**src/rtl/pcib_win_pkg.sv**
```systemverilog
package pcib_win_pkg;
  parameter int unsigned REG_COUNT = 8;
  parameter int unsigned WIN_COUNT = 3;
  // window sizes, entry 0 in the low word
  parameter logic [WIN_COUNT-1:0][31:0] PRI_SIZES = {32'h1000_0000, 32'h1000_0000, 32'h0C00_0000};
  parameter logic [WIN_COUNT-1:0][31:0] ALT_SIZES = {32'h0800_0000, 32'h0400_0000, 32'h0100_0000};
endpackage

```
**src/rtl/pcib_reg_bank.sv**
```systemverilog
module pcib_reg_bank #(
  parameter int unsigned ADDR_W  = 8,
  parameter int unsigned DATA_W  = 32,
  parameter int unsigned NREG    = 8,
  parameter int unsigned NUM_WIN = 3
) (
  input  logic                              clk_i,
  input  logic                              rst_ni,
  input  logic                              wr_i,
  input  logic                              rd_i,
  input  logic [ADDR_W-1:0]                 addr_i,
  input  logic [DATA_W/8-1:0]               be_i,
  input  logic [DATA_W-1:0]                 wdata_i,
  output logic [DATA_W-1:0]                 rdata_o,
  output logic                              err_o,
  output logic [NUM_WIN-1:0][DATA_W-1:0]    map_o
);
  localparam int unsigned IDX_W = $clog2(NREG);

  logic [NREG-1:0][DATA_W-1:0] regs_q;
  logic [IDX_W-1:0]            idx;
  logic                        hit;

  assign idx = addr_i[IDX_W+1:2];
  assign hit = (addr_i[1:0] == 2'b00) && ((addr_i >> (IDX_W + 2)) == '0) && (be_i == '1);

  always_ff @(posedge clk_i or negedge rst_ni) begin
    if (!rst_ni) begin
      regs_q  <= '0;
      rdata_o <= '0;
      err_o   <= 1'b0;
    end else begin
      err_o <= wr_i && !hit;
      if (rd_i) rdata_o <= hit ? regs_q[idx] : '0;  // old value wins on same-cycle write
      if (wr_i && hit) regs_q[idx] <= wdata_i;
    end
  end

  assign map_o = regs_q[NUM_WIN-1:0];

  assert_rdata_hold_R3: assert property (@(posedge clk_i) disable iff (!rst_ni)
    !$past(rd_i) |-> $stable(rdata_o));
  assert_unmapped_zero_R4: assert property (@(posedge clk_i) disable iff (!rst_ni)
    $past(rd_i && !hit) |-> (rdata_o == '0));
  assert_bad_write_ignored_R5: assert property (@(posedge clk_i) disable iff (!rst_ni)
    $past(wr_i && !hit) |-> $stable(regs_q));
endmodule

```
**src/rtl/pcib_win_xlate.sv**
```systemverilog
module pcib_win_xlate #(
  parameter int unsigned DATA_W  = 32,
  parameter int unsigned NUM_WIN = 3,
  parameter int unsigned WIN_W   = 2,
  parameter int unsigned NIB_W   = 4,
  parameter logic [NUM_WIN-1:0][DATA_W-1:0] PRI_SIZE = '0,
  parameter logic [NUM_WIN-1:0][DATA_W-1:0] ALT_SIZE = '0
) (
  input  logic                           alt_i,
  input  logic [NUM_WIN-1:0][DATA_W-1:0] map_i,
  input  logic [WIN_W-1:0]               win_i,
  input  logic [DATA_W-1:0]              off_i,
  output logic [DATA_W-1:0]              addr_o,
  output logic                           oor_o
);
  localparam int unsigned ALT_LOW0 = $clog2(ALT_SIZE[0]);
  localparam int unsigned PRI_LOW  = DATA_W - NIB_W;

  logic [NUM_WIN-1:0][DATA_W-1:0] base;
  logic [NUM_WIN-1:0][DATA_W-1:0] size;

  for (genvar w = 0; w < NUM_WIN; w++) begin : g_win
    assign size[w] = alt_i ? ALT_SIZE[w] : PRI_SIZE[w];
    assign base[w] = alt_i ? (map_i[w] & ~(ALT_SIZE[w] - 1'b1))
                           : {map_i[w][NIB_W-1:0], {PRI_LOW{1'b0}}};
  end

  always_comb begin
    addr_o = '0;
    oor_o  = 1'b1;
    for (int w = 0; w < NUM_WIN; w++) begin
      if (int'(win_i) == w) begin
        addr_o = base[w] + off_i;
        oor_o  = off_i >= size[w];
      end
    end
  end

  always_comb begin
    if (!alt_i && int'(win_i) < NUM_WIN)
      assert_primary_low_R6: assert (addr_o[PRI_LOW-1:0] == off_i[PRI_LOW-1:0]);
    if (alt_i && win_i == '0)
      assert_alt_low_R7: assert (addr_o[ALT_LOW0-1:0] == off_i[ALT_LOW0-1:0]);
    if (int'(win_i) >= NUM_WIN)
      assert_badwin_R9: assert (oor_o && addr_o == '0);
  end
endmodule

```
**src/rtl/pcib_window_regs.sv**
```systemverilog
module pcib_window_regs
  import pcib_win_pkg::*;
#(
  parameter int unsigned ADDR_W  = 8,
  parameter int unsigned DATA_W  = 32,
  parameter int unsigned NIB_W   = 4,
  parameter logic [WIN_COUNT-1:0][31:0] PRI_SIZE = PRI_SIZES,
  parameter logic [WIN_COUNT-1:0][31:0] ALT_SIZE = ALT_SIZES
) (
  input  logic              clk_i,
  input  logic              rst_ni,
  input  logic              variant_i,
  input  logic              reg_wr_i,
  input  logic              reg_rd_i,
  input  logic [ADDR_W-1:0] reg_addr_i,
  input  logic [3:0]        reg_be_i,
  input  logic [DATA_W-1:0] reg_wdata_i,
  output logic [DATA_W-1:0] reg_rdata_o,
  output logic              reg_err_o,
  input  logic [1:0]        xl_win_i,
  input  logic [DATA_W-1:0] xl_off_i,
  output logic [DATA_W-1:0] xl_addr_o,
  output logic              xl_oor_o
);
  logic [WIN_COUNT-1:0][DATA_W-1:0] map;

  pcib_reg_bank #(
    .ADDR_W(ADDR_W), .DATA_W(DATA_W), .NREG(REG_COUNT), .NUM_WIN(WIN_COUNT)
  ) i_bank (
    .clk_i(clk_i), .rst_ni(rst_ni), .wr_i(reg_wr_i), .rd_i(reg_rd_i),
    .addr_i(reg_addr_i), .be_i(reg_be_i), .wdata_i(reg_wdata_i),
    .rdata_o(reg_rdata_o), .err_o(reg_err_o), .map_o(map)
  );

  pcib_win_xlate #(
    .DATA_W(DATA_W), .NUM_WIN(WIN_COUNT), .WIN_W(2), .NIB_W(NIB_W),
    .PRI_SIZE(PRI_SIZE), .ALT_SIZE(ALT_SIZE)
  ) i_xlate (
    .alt_i(variant_i), .map_i(map), .win_i(xl_win_i), .off_i(xl_off_i),
    .addr_o(xl_addr_o), .oor_o(xl_oor_o)
  );
endmodule

```
**config.mk**
```make
export PLATFORM = sky130hd
export DESIGN_NAME = pcib_window_regs
export DESIGN_NICKNAME = d
export VERILOG_FILES = /design/src/rtl/pcib_win_pkg.sv /design/src/rtl/pcib_reg_bank.sv /design/src/rtl/pcib_win_xlate.sv /design/src/rtl/pcib_window_regs.sv
export SDC_FILE = /design/constraint.sdc
export NUM_CORES = 1
export LEC_CHECK = 0
export BUFFER_PORTS_ARGS = -buffer_cell sky130_fd_sc_hd__buf_2
export CAP_MARGIN = 20
export CORE_ASPECT_RATIO = 0.6
export CORE_MARGIN = 1
export CORE_UTILIZATION = 40
export DETAILED_ROUTE_END_ITERATION = 8
export PLACE_DENSITY = 0.68
export SYNTH_ARGS = -nofsm -noshare
export SYNTH_HDL_FRONTEND = slang
export SYNTH_SLANG_ARGS = --single-unit
```
**constraint.sdc**
```tcl
create_clock -name clk_i -period 10.6 [get_ports clk_i]
set_input_delay 3.18 -clock clk_i [delete_from_list [all_inputs] [get_ports clk_i]]
set_output_delay 3.18 -clock clk_i [all_outputs]
set_load 0.005 [all_outputs]
```
After elaboration in Yosys (flattened, before gate mapping)
Cells that the tools add are included.
{ "op_classes": {"reduce_logical": 9, "addsub": 3, "muxes": 18, "n_lt_le_gt_ge": 5, "n_eq_ne": 3} }
{ "ops": {"columns": ["operator", "n"], "rows": [
  ["32-bit 2-to-1 mux", 9],
  ["256-bit bitwise mux", 1],
  ["32-bit adder", 3],
  ["32-bit binary-select mux with 3-bit select", 1],
  ["32-bit demux with 3-bit select", 1],
  ["32-bit >= comparator", 3],
  ["29-bit 2-to-1 mux", 2],
  ["28-bit 2-to-1 mux", 1],
  ["8-bit logical NOT", 1],
  ["1-bit logical AND", 5],
  ["2-bit equality test, second input constant", 2],
  ["4-bit equality test, second input constant", 1],
  ["2-bit logical NOT", 2],
  ["3-bit by 4-bit < comparator with 1-bit output, second input constant", 1],
  ["3-bit by 1-bit >= comparator with 1-bit output, second input constant", 1],
  ["1-bit 2-to-1 mux", 3],
  ["1-bit logical NOT", 1]
]} }
{ "totals": {"elab_cells": 48, "reg_bits": 289, "input_bits": 83, "out_inout_bits": 66} }

Logic depth before layout (Yosys ltp)
{ "depth": {"word_depth": 5, "depth_mapped": 11, "depth_no_buf": 9} }

Modules after synthesis
A second synthesis with hierarchy kept.
{ "unflattened": {"hier_cells": 1165, "hier_area_um2": 15035.7} }
{ "modules_own_cells": {"columns": ["module", "area_per_inst_um2", "cells_each", "instances"], "rows": [
  ["pcib_reg_bank", 13660.6, 977, 1],
  ["pcib_win_xlate", 1375.1, 188, 1]
]} }

Worst setup path after synthesis
OpenSTA, ideal clock, no wires.
{ "synth_path": {"path_type": "input to output", "start": "input variant_i", "end": "output xl_addr_o[30]", "path_buffers": 2, "t_arrival_ns": 5.516, "required_ns": 7.420, "path_slack_ns": 1.904, "path_stages": 10, "cell_sequence": "clkbuf_1 > clkbuf_1 > and2_1 > ha_1 > fa_1 > a21o_1 > a21oi_1 > or4b_2 > a31o_2 > a21oi_1"} }
{ "synth_via": {"elab_chain_len": 5} }
{ "synth_rtl": {"columns": ["element", "line_no", "text"], "rows": [
  ["start: declaration", "pcib_window_regs.sv:12", "input logic variant_i,"],
  ["32-bit 2-to-1 mux", "pcib_win_xlate.sv:24", "assign base[w] = alt_i ? (map_i[w] & ~(ALT_SIZE[w] - 1'b1))"],
  ["32-bit adder", "pcib_win_xlate.sv:33", "addr_o = base[w] + off_i;"],
  ["32-bit 2-to-1 mux (2 in a row)", "pcib_win_xlate.sv:32", "if (int'(win_i) == w) begin"],
  ["32-bit 2-to-1 mux *", "pcib_win_xlate.sv:32", null],
  ["end: declaration", "pcib_window_regs.sv:22", "output logic [DATA_W-1:0] xl_addr_o,"]
]} }
Every way passes the cells marked *; elsewhere a longest branch is shown, timed or not.

Worst setup path after layout
Same ends and word-level chain as after synthesis.

==> reports/results.ini <==
[synthesis]
netlist_area_mm2 = 0.01441
yosysWarnings = 0
synth.avg_cell_area_um2 = 12.65
ys_types = 56
synthFlopType = dfrtp_1
synth_edf_count = 0
postSynth.asyncResetShare_pct = 100.0
yosysSeqAreaShare_pct = 50.20
ys_seq_elements = 289
synth_cells = 1139
synthesis.nets = 1247

[clocking]
clock-sinks = 289
clk_pin_slew_worst_paths_ps = 70
root_buffer = clkbuf_16
cts_made_buffers = 25
cts_setup_buffers = 0
cts-htree-levels = 1
clk_latency_ps = 530
cts_tree = done
hold_buffers = 0
ctsLongestPathBuffers = 3
cts.repair.resized = 0

[global_route]
use_met3_pct = 3.148
globalRouteOverflowTotal = 0
busiest_layer = met1
grtUsageMet1_pct = 32.49
grt_use_total_pct = 21.25
met2_usage_pct = 31.89
grt_pass1_vias = 10190
grt_pass1_wl_mm = 60.32
antenna_found_initial = 2
grt_max_degree = 106

[min_path]
min_from = i_bank.regs_q[228]
hold_path_class = flop to flop

[placed_design]
globalplace.congestion = 0.8693
dp_hpwl_mm = 24.53
port_buffers = 148

[route]
wl_per_cell_um = 21.92
antenna_left = 0
drc = 8
drtPass1Iterations = 7
wirelength_mm = 38.20
vias_per_cell = 5.610
first_iter_violations = 811
vias = 9778

[die]
std_cell_rows = 53
initial_core_util_pct = 40.92
coreArea_mm2 = 0.03521
die-area_mm2 = 0.03681
die_h_um = 149.0
io-pin-count = 149
die_x_um = 247.0

[worst_setup_path]
r2r_start = i_bank.map_o[27]
startpoint = variant_i
startpoint_type = primary input
critPathSlowestCell = or4b_2
cp_top_family = simple AND/OR/NAND/NOR gates
slowest_delay_ps = 670
path_class = primary input to output port
worst_ep_arrival_time_ps = 5600
crit_buf_inv = 2
worst_setup_path_end_kind = output port
required_ps = 7420
path_max_fanout = 25
crit_chain = buf_2 -> and2_1 -> ha_1 -> fa_1 -> a21o_1 -> a21oi_1 -> or4b_2 -> a31o_2 -> a21oi_1 -> buf_2

[power]
leakagePower_nw = 8.366
p_per_area_mw_per_mm2 = 138.6
ir_drop_v = 0.00009604

[cells_and_area]
area_delta_synth_final_pct = 14.21
final_nets = 1366
drive_above_1_share_pct = 40.31

[sta]
rsz0062_at_grt = false
hold_viol = 0
finalSetupViolCount = 0
finalSetupTns_ps = 0
fin_crit_ps = 8781
tightestPinTransition_ps = 1137
fin_skew_ps = 8.028
drv_slew = 0
timing.final.crit_share_pct = 82.84
fmax_mhz = 113.9
whs_ps = 491.8
maxSlewHeadroom_pct = 24.23

[status]
failed_checks = DRC
status = finished, violations left

[flow_run]
max-cap-violations = 0

worst register-to-register path, cell delays in order, from the launching register on:
cell and delay, ps:
dfrtp_1 420, mux2_2 280, o22a_1 180, o221ai_1 190, a21oi_1 140, mux2_2 310
state kept, by name, summed over array words and instances (netlist names):
name            flops
i_bank.regs_q     160
i_bank.err_o        1
i_bank.rdata_o     32
i_bank.map_o       96
area by class of cell:
class,count,area (µm²)
Tap cell,467,584.3
Sequential cell,289,7232
Fill cell,3109,18760
Clock buffer,35,743.2
Inverter,36,135.1
Antenna cell,1,2.502
Multi-Input combinational cell,740,6700
Timing Repair Buffer,166,908.4
Clock inverter,9,148.9
final timing paths:
path,to,slack [ps],cells after the start
max reg2reg,i_bank.rdata_o[27],8970,5
min,i_bank.regs_q[228],490,1
min reg2reg,i_bank.regs_q[228],490,1
min in group asynchronous,i_bank.regs_q[218],2690,1
max in group asynchronous,i_bank.rdata_o[5],6510,2
max,xl_addr_o[30],1820,10
synthesized netlist by cell type, drive strengths merged (4+ instances only):
| library cell | number | area, µm² |
|---|---|---|
| o22ai | 28 | 175.2 |
| nand2b | 10 | 62.56 |
| a211o | 4 | 35.03 |
| a21oi | 28 | 140.1 |
| nand4 | 11 | 68.82 |
| nor3 | 5 | 25.02 |
| dfrtp | 289 | 7232 |
| o221ai | 17 | 148.9 |
| or2 | 6 | 37.53 |
| xor2 | 4 | 35.03 |
| mux2i | 32 | 320.3 |
| mux2 | 310 | 3592 |
| and2 | 31 | 193.9 |
| nor4 | 7 | 58.81 |
| nor2 | 23 | 86.33 |
| ha | 22 | 275.3 |
| o22a | 13 | 113.9 |
| nand2 | 37 | 138.9 |
| xnor2 | 8 | 70.07 |
| clkbuf | 31 | 116.4 |
| o2111ai | 9 | 78.83 |
| a21o | 4 | 30.03 |
| or3 | 4 | 30.03 |
| nor2b | 13 | 81.33 |
| buf | 43 | 251.5 |
| a211oi | 5 | 37.54 |
| o21ai | 57 | 285.3 |
| mux4 | 8 | 180.2 |
| nand3 | 6 | 30.03 |
| o21a | 4 | 30.03 |
| inv | 36 | 135.1 |
| o211ai | 6 | 45.04 |
power by group:
group	total (W)	internal [W]	switching [W]
clock network	0.00100	0.000586	0.000417
logic	0.000169	0.0000572	0.000112
registers	0.00111	0.00111	0.00000252
total	0.00228	0.00175	0.000531
through the flow:
stage / instances / utilization [%] / setup WS (ps) / power, W / instance area (µm²)
finish: 1743 / 46.73 / 1819 / 0.002280 / 16450
global route: 1742 / 46.72 / 1631 / 0.002360 / 16450
CTS: 1741 / 46.64 / 1818 / 0.002295 / 16420
detailed placement: 1697 / 44.11 / 1824 / 0.001298 / 15530
global placement: 1697 / 44.11 / 1901 / 0.001295 / 15530
floorplan: 1139 / - / 1904 / 0.001207 / 14410
kinds of logic (layout without fill, tap and decap cells):
family	Yosys count	in the layout	share of synthesized area [%]
mux	350	350	28.41
flops	289	289	50.20
compound gates	191	191	8.719
simple gates	162	162	6.131
buf+inv	110	246	3.491
fa+ha+maj	25	25	2.327
xor+xnor	12	12	0.7295
other cells	0	1	0
cells in the final DEF, fill, tap and decap left out, types with 10 or more instances in the layout:
master / netlist / routed
buf_4: 9 / 18
o221ai_1: 17 / 17
dfrtp_1: 289 / 289
nor2b_1: 13 / 13
clkbuf_16: 0 / 25
o22ai_1: 28 / 28
o21ai_0: 57 / 57
nand4_1: 11 / 11
ha_1: 22 / 22
mux2_2: 258 / 258
buf_2: 21 / 146
and2_1: 31 / 31
a21oi_1: 28 / 28
nand2b_1: 10 / 10
mux2i_1: 32 / 32
nor2_1: 23 / 20
nand2_1: 37 / 37
o22a_1: 13 / 13
mux2_1: 25 / 25
mux2_4: 27 / 27
inv_1: 36 / 36
metal layers:
metal / vias to the layer above / wire (µm)
met1: 5100 / 18820
met5: - / 27
li1: 4393 / -
met3: 58 / 1844
met2: 223 / 16880
met4: 4 / 633
Note: power is estimated with default switching activity, not from simulation.
